### config.mk
export PLATFORM = sky130hd
export DESIGN_NAME = alarm_match
export DESIGN_NICKNAME = d
export VERILOG_FILES = /design/src/rtl/alarm_match.sv
export SDC_FILE = /design/constraint.sdc
export NUM_CORES = 1
export LEC_CHECK = 0
export ABC_AREA = 0
export CAP_MARGIN = 40
export CORE_ASPECT_RATIO = 1.2
export CORE_MARGIN = 4
export CORE_UTILIZATION = 51
export CTS_CLUSTER_DIAMETER = 50
export DETAILED_ROUTE_END_ITERATION = 7
export PLACE_DENSITY = 0.84
export SYNTH_ARGS = -nofsm -noshare
export SYNTH_HDL_FRONTEND = slang
export SYNTH_SLANG_ARGS = --single-unit
### constraint.sdc
create_clock -name clk -period 3.25 [get_ports clk]
set_clock_uncertainty 0.1 [all_clocks]
set_input_delay 0.4875 -clock clk [delete_from_list [all_inputs] [get_ports clk]]
set_output_delay 0.4875 -clock clk [all_outputs]
set_load 0.005 [all_outputs]
### src/rtl/alarm_match.sv
module alarm_match #(
  parameter int DW = 16,
  parameter int AW = 3
) (
  input  logic          clk,
  input  logic          rst_n,
  input  logic          wr_en,
  input  logic [AW-1:0] wr_addr,
  input  logic [DW-1:0] wr_data,
  input  logic          sec_tick,
  input  logic [6:0]    cal_sec,
  input  logic [6:0]    cal_min,
  input  logic [5:0]    cal_hour,
  input  logic [5:0]    cal_day,
  input  logic [4:0]    cal_mon,
  input  logic [11:0]   cal_year,
  output logic          alarm_irq
);
  localparam logic [AW-1:0] A_PEND = AW'(0);
  localparam logic [AW-1:0] A_CTRL = AW'(1);
  localparam logic [AW-1:0] A_SEC  = AW'(2);
  localparam logic [AW-1:0] A_MIN  = AW'(3);
  localparam logic [AW-1:0] A_HOUR = AW'(4);
  localparam logic [AW-1:0] A_DAY  = AW'(5);
  localparam logic [AW-1:0] A_MON  = AW'(6);
  localparam logic [AW-1:0] A_YEAR = AW'(7);
  localparam int GEN_BIT = 6;
  localparam int CLR_BIT = 1;

  logic [6:0]  ctrl_q;
  logic [6:0]  al_sec, al_min;
  logic [5:0]  al_hour, al_day;
  logic [4:0]  al_mon;
  logic [11:0] al_year;
  logic        pend_q;
  logic [5:0]  eq;
  logic        hit, clr;

  assign eq = {cal_year == al_year, cal_mon == al_mon, cal_day == al_day,
               cal_hour == al_hour, cal_min == al_min, cal_sec == al_sec};
  assign hit = sec_tick && ctrl_q[GEN_BIT] && |(eq & ctrl_q[5:0]);
  assign clr = wr_en && wr_addr == A_PEND && wr_data[CLR_BIT];
  assign alarm_irq = pend_q;

  always_ff @(posedge clk) begin
    if (!rst_n) begin
      ctrl_q  <= '0;
      al_sec  <= '0;
      al_min  <= '0;
      al_hour <= '0;
      al_day  <= '0;
      al_mon  <= '0;
      al_year <= '0;
    end else if (wr_en) begin
      case (wr_addr)
        A_CTRL: ctrl_q  <= wr_data[6:0];
        A_SEC:  al_sec  <= wr_data[6:0];
        A_MIN:  al_min  <= wr_data[6:0];
        A_HOUR: al_hour <= wr_data[5:0];
        A_DAY:  al_day  <= wr_data[5:0];
        A_MON:  al_mon  <= wr_data[4:0];
        A_YEAR: al_year <= wr_data[11:0];
        default: ;
      endcase
    end
  end

  always_ff @(posedge clk) begin
    if (!rst_n)   pend_q <= 1'b0;
    else if (hit) pend_q <= 1'b1;
    else if (clr) pend_q <= 1'b0;
  end


  no_tick_no_rise_chk: assert property (@(posedge clk) disable iff (!rst_n)
    !sec_tick |=> !$rose(alarm_irq));

  gen_off_hold_chk: assert property (@(posedge clk) disable iff (!rst_n)
    (!ctrl_q[GEN_BIT] && !clr) |=> $stable(alarm_irq));

  clear_drops_chk: assert property (@(posedge clk) disable iff (!rst_n)
    (clr && !(sec_tick && ctrl_q[GEN_BIT])) |=> !alarm_irq);

  hit_wins_chk: assert property (@(posedge clk) disable iff (!rst_n)
    (sec_tick && ctrl_q[GEN_BIT] && (ctrl_q[0] && cal_sec == al_sec)) |=> alarm_irq);

  sticky_chk: assert property (@(posedge clk) disable iff (!rst_n)
    (alarm_irq && !clr) |=> alarm_irq);
endmodule

==> results of run 1 <==
power by group:
part	switching [µW]	total [µW]	internal [µW]
registers	8.64	646	638
clock network	199	506	307
logic	71.2	177	106
layer usage:
layer	up-vias	routed length, µm	global-route usage
met2	39	2900	0.353
met4	0	68	0.0523
met5	-	0	0
met3	6	219	0.0424
li1	960	-	-
met1	896	2160	0.210
layout by cell type, fill, tap and decap left out, drive strengths merged, types with 3 or more instances in the layout:
master,synthesis,final
clkdlybuf4s50,0,62
dfxtp,51,51
nor2,41,41
mux2i,38,38
xnor2,30,30
nand2,27,27
a21oi,13,13
xor2,13,13
nand4,10,10
clkbuf,7,6
nor4,4,4
nand4b,3,3
area by class of cell:
| class | count | area share |
|---|---|---|
| Multi-Input combinational cell | 187 | 0.408 |
| Sequential cell | 51 | 0.325 |
| Clock buffer | 6 | 0.0231 |
| Clock inverter | 2 | 0.0191 |
| Inverter | 1 | 0.00120 |
| Tap cell | 58 | 0.0231 |
| Timing Repair Buffer | 63 | 0.200 |
through the flow:
step / power, µW / hold slack (ns) / setup slack, ns / utilization
floorplan: 741 / 0.348 / 1.76 / -
global placement: 835 / 0.355 / 0.966 / 0.660
detailed placement: 838 / 0.363 / 0.907 / 0.660
CTS: 1340 / 0.375 / 1.21 / 0.689
global route: 1380 / 0.390 / 1.03 / 0.689
finish: 1330 / 0.373 / 1.19 / 0.689
sequential cells by signal, indices dropped and copies added (netlist names):
signal	cells
al_year	12
al_min	7
al_sec	7
ctrl_q	7
al_day	6
al_hour	6
al_mon	5
alarm_irq	1
logic make-up after synthesis:
| group | after synthesis | share of synthesized area |
|---|---|---|
| simple gates | 90 | 0.183 |
| flops | 51 | 0.427 |
| buf+inv | 16 | 0.0361 |
| mux | 38 | 0.159 |
| compound gates | 16 | 0.0367 |
| xor+xnor | 43 | 0.158 |
worst paths after layout:
| kind | from | endpoint | slack, ns | cells after the start |
|---|---|---|---|---|
| worst min-delay path | al_year[0] | al_year[0] | 0.37 | 2 |
| worst min register to register | al_year[0] | al_year[0] | 0.37 | 2 |
| worst max register to register | al_year[6] | alarm_irq | 1.72 | 5 |
| worst max-delay path | wr_addr[2] | al_year[3] | 1.19 | 5 |
cells in the mapped netlist, drive strengths merged:
master / number / share of area
buf: 8 / 0.024
nor4b: 1 / 0.0037
and4bb: 2 / 0.010
o22ai: 1 / 0.0026
nor4: 4 / 0.010
dfxtp: 51 / 0.43
clkinv: 1 / 0.0016
a311oi: 1 / 0.0037
mux2i: 38 / 0.16
clkbuf: 7 / 0.011
nand2: 27 / 0.046
nor2: 41 / 0.064
a21oi: 13 / 0.027
nand4: 10 / 0.026
nand4b: 3 / 0.014
nor3: 2 / 0.0089
a21boi: 1 / 0.0031
xnor2: 30 / 0.11
xor2: 13 / 0.048
worst min-delay path, stage by stage (launching register included):
cell	delay (ns)
dfxtp_1	0.33
nand2_1	0.05
a21oi_1	0.05
==> flow_summary_export.csv, run 1 <==
group,metric,value,unit
run_status,status,"finished clean",
final_layout,nNetsFinal,375,
synthesis,synth_seq_cells,51,
clock_tree,clkLatencyLatePin,0.30,ns
timing,slew_headroom,0.460,
pwr,power_density,423,nW/µm²
routing,drt-pass1-iter-count,4,
timing,hold_viol,0,
floorplanning,die_area,5850,µm²
routing,wl_per_cell,14.5,µm
routing,ant_nets,0,
synthesis,avgSynthCellArea,9.41,µm²
floorplanning,design.core.area,4560,µm²
clock_tree,htreeDepth,2,
placed_design,routabilityCongestion,0.763,
critical_path,worstPathCellList,"clkdlybuf4s50_1 > nand2_1 > nor2_1 > nand2_1 > a21oi_1",
critical_path,critPathKind,"in2reg",
final_layout,final_cell_area,3140,µm²
routing,via_per_inst,5.17,
timing,setup_viol,0,
flow_run,maxCapViolCount,0,
critical_path,crit_slowest_cell,"clkdlybuf4s50_1",
final_layout,antenna_cells,0,
synthesis,synth.distinct_cells,24,
placed_design,placed_cells,360,
timing,fin_setup_tns,0,ns
min_path,hold_class,"reg2reg",
final_layout,drive_gt1_frac,0.0355,
clock_tree,cts_tree,"done",
clock_tree,postCtsResizedCells,0,
final_layout,seq_area,1020,µm²
routing,routed_wl,5340,µm
final_layout,syn2layout_area_growth,31.4,%
timing,max_slew.worst_pin.slew,0.807,ns
grt,gr-total-overflow,0,
synthesis,syn_area,2390,µm²
critical_path,cp_data_required_time,3.38,ns
critical_path,worstPathArrival,2.18,ns
placed_design,place_area,3010,µm²
critical_path,cp_top_family,"simple AND/OR/NAND/NOR gates",
routing,remaining_drc_errors,0,
timing,min_period_over_period,0.633,
floorplanning,die_w,70.5,µm
clock_tree,root_buffer,"clkbuf_8",
final_layout,multi_input_comb_area,1280,µm²
pwr,leakagePower,0.00121,µW
clock_tree,cts.sinks,51,
critical_path,worstPathBufferInverterCount,1,
clock_tree,clk_path_buf_depth,2,
timing,fmax,486,MHz
clock_tree,cts_made_buffers,5,
critical_path,worst_path_largest_cell_delay,0.68,ns
synthesis,syn_inst,254,
critical_path,start_kind,"input port",
critical_path,crit_path_end_kind,"flip-flop",
synthesis,synth_nets,320,
clock_tree,cts_setup_buffers,0,
timing,slew_violations,0,
timing,fin_crit,2.06,ns
grt,grt_antenna_before_repair,0,
floorplanning,rows,27,
grt,grt_pass1_wl,8860,µm
floorplanning,pin_count,67,
synthesis,ys_seq_area_frac,0.427,
critical_path,cp_common_cell,"nand2_1",
critical_path,crit_fanout,12,
clock_tree,clk_pin_slew,0.09,ns
timing,rsz0062_at_grt,"no",
floorplanning,initial_core_util,0.524,
placed_design,io_buffers,62,
placed_design,dpl.hpwl,3990,µm
grt,grt.total_usage,0.189,
grt,grt_max_degree,37,
routing,drtIter0Drc,124,
grt,grt_pass1_vias,1952,
synthesis,synth_warnings,0,
final_layout,n_fill_cell,358,
clock_tree,ctsHoldBuffers,0,
final_layout,stdcell_count,368,
pwr,irDropWorstVdd,0.261,mV
routing,num_vias,1901,
floorplanning,die_h,83.0,µm
No activity file was read; power rests on OpenSTA's default activity.
==> run 2, diff against run 1 <==
--- a/config.mk
+++ b/config.mk
@@ -9,10 +9,10 @@
 export CAP_MARGIN = 40
 export CORE_ASPECT_RATIO = 1.2
 export CORE_MARGIN = 4
-export CORE_UTILIZATION = 51
+export CORE_UTILIZATION = 43
 export CTS_CLUSTER_DIAMETER = 50
 export DETAILED_ROUTE_END_ITERATION = 7
-export PLACE_DENSITY = 0.84
+export PLACE_DENSITY = 0.76
 export SYNTH_ARGS = -nofsm -noshare
 export SYNTH_HDL_FRONTEND = slang
 export SYNTH_SLANG_ARGS = --single-unit
==> constraint.sdc (replaced) <==
create_clock -name clk -period 1.7 [get_ports clk]
set_clock_uncertainty 0.1 [all_clocks]
set_input_delay 0.255 -clock clk [delete_from_list [all_inputs] [get_ports clk]]
set_output_delay 0.255 -clock clk [all_outputs]
set_load 0.005 [all_outputs]
==> flow_summary_export.csv, run 2 (synthesis results as in run 1) <==
group,metric,value,unit
run_status,status,"finished clean",
placed_design,io_buffers,62,
pwr,p_int,1720,µW
final_layout,post-route-util,0.604,
routing,remaining_drc_errors,0,
final_layout,top_register,"al_year",
timing,min_period_over_period,0.954,
timing,fin_crit,1.62,ns
floorplanning,initial_core_util,0.448,
final_layout,largest_reg_flops,12,
pwr,leakagePower,0.00125,µW
pwr,pwr-share-seq,0.545,
critical_path,worstPathArrival,1.72,ns
clock_tree,cts_made_buffers,5,
floorplanning,die_w,76.1,µm
grt,grt_pass1_wl,9340,µm
grt,met2_usage,0.320,
final_layout,syn2layout_area_growth,34.7,%
final_layout,layout_common_cells,"clkdlybuf4s50_1, dfxtp_1, nor2_1, mux2i_1, xnor2_1",
floorplanning,rows,29,
pwr,power_frac_comb,0.157,
pwr,p_sw,544,µW
pwr,swShare,0.240,
timing,setup_viol,0,
critical_path,start_kind,"input port",
pwr,p_clk_frac,0.298,
timing,rsz0062_at_grt,"no",
grt,grt_antenna_before_repair,0,
timing,hold_viol,0,
grt,grt.total_usage,0.173,
final_layout,layout_commonest_cell,"clkdlybuf4s50_1",
clock_tree,clk_path_buf_depth,2,
critical_path,worstPathCellList,"clkdlybuf4s50_1 > nand4b_1 > mux2i_1 > nor2_1",
clock_tree,htreeDepth,2,
placed_design,dpl.hpwl,4220,µm
critical_path,crit_slowest_cell,"clkdlybuf4s50_1",
pwr,power_density,704,nW/µm²
timing,fmax,616,MHz
clock_tree,clkLatencyLatePin,0.30,ns
routing,drtIter0Drc,96,
critical_path,cp_data_required_time,1.80,ns
critical_path,critPathKind,"in2reg",
flow_run,maxCapViolCount,0,
floorplanning,design.core.area,5330,µm²
routing,via_per_inst,5.05,
final_layout,drive_gt1_frac,0.0745,
floorplanning,pin_count,67,
clock_tree,cts.sinks,51,
clock_tree,cts_tree,"done",
floorplanning,die_h,89.7,µm
grt,grt_busiest_layer,"met2",
clock_tree,clk_pin_slew,0.09,ns
routing,num_vias,1941,
timing,max_slew.worst_pin.slew,0.407,ns
final_layout,antenna_cells,0,
routing,routed_wl,5570,µm
grt,grt_max_degree,26,
floorplanning,die_area,6820,µm²
min_path,hold_class,"reg2reg",
clock_tree,root_buffer,"clkbuf_8",
critical_path,worst_path_largest_cell_delay,0.61,ns
timing,slew_headroom,0.728,
critical_path,crit_path_end_kind,"flip-flop",
grt,met1_usage,0.191,
final_layout,nNetsFinal,387,
pwr,power.total,2270,µW
grt,grt_util_met3,0.0429,
timing,fin_setup_tns,0,ns
routing,ant_nets,0,
grt,gr-total-overflow,0,
critical_path,crit_fanout,9,
pwr,irDropWorstVdd,0.561,mV
timing,slew_violations,0,
grt,grt_pass1_vias,2049,
routing,drt-pass1-iter-count,4,
routing,wl_per_cell,14.5,µm
clock_tree,cts_setup_buffers,0,
timing,worst_hold_slack,0.375,ns
placed_design,routabilityCongestion,0.747,
run 2: cell count changes in the layout (fill, tap and decap cells not counted):
cell | before | now
buf_12 | 0 | 2
buf_4 | 1 | 11
bufinv_16 | 2 | 0
clkinv_2 | 0 | 1
clkinvlp_4 | 0 | 1
nor4_1 | 4 | 3
nor4_2 | 0 | 1
run 2: power by group through the flow:
stage                     registers (µW)  clock network (µW)  logic [µW]
after global routing                1240                 739         386
after floorplan                     1260                   0         157
after detailed placement            1260                   0         355
after CTS                           1240                 698         357
after global placement              1260                   0         350
final                               1240                 675         356
run 2: timing repair:
item | CTS | global route
setup endpoints to repair | 0 | 1
gates resized for setup | 0 | 1
hold buffers | 0 | 0
hold endpoints to repair | 0 | 0
run 2: path summary, 6_finish.rpt:
kind | start | endpoint | slack [ns] | depth (start not counted)
hold / removal | al_year[4] | al_year[4] | 0.37 | 2
setup reg to reg | al_year[8] | alarm_irq | 0.26 | 5
hold reg to reg | al_year[4] | al_year[4] | 0.37 | 2
setup / recovery | wr_addr[0] | al_mon[1] | 0.08 | 4
run 2: through the flow:
stage / worst slack [ns] / instance area, µm² / instances
after floorplan: 0.445 / 2390 / 254
after CTS: 0.106 / 3210 / 384
after global placement: -0.142 / 3130 / 376
after detailed placement: -0.216 / 3130 / 376
after global routing: 0.0293 / 3220 / 384
final: 0.0775 / 3220 / 384
run 2: per-layer routing:
metal / vias to the layer above / share of wire
met5: - / 0
met4: 0 / 0.020
met3: 7 / 0.045
met2: 46 / 0.52
met1: 905 / 0.42
li1: 983 / -
run 2: final cells by class:
type | count | area (µm²)
Clock buffer | 6 | 72.6
Clock inverter | 2 | 12.5
Fill cell | 464 | 2110
Inverter | 1 | 3.75
Multi-Input combinational cell | 187 | 1290
Sequential cell | 51 | 1020
Tap cell | 62 | 77.6
Timing Repair Buffer | 75 | 743
run 2: critical path, delay by kind of cell:
| family | cells | cell delay, ns |
|---|---|---|
| buf+inv | 1 | 0.61 |
| mux | 1 | 0.30 |
| simple gates | 2 | 0.55 |
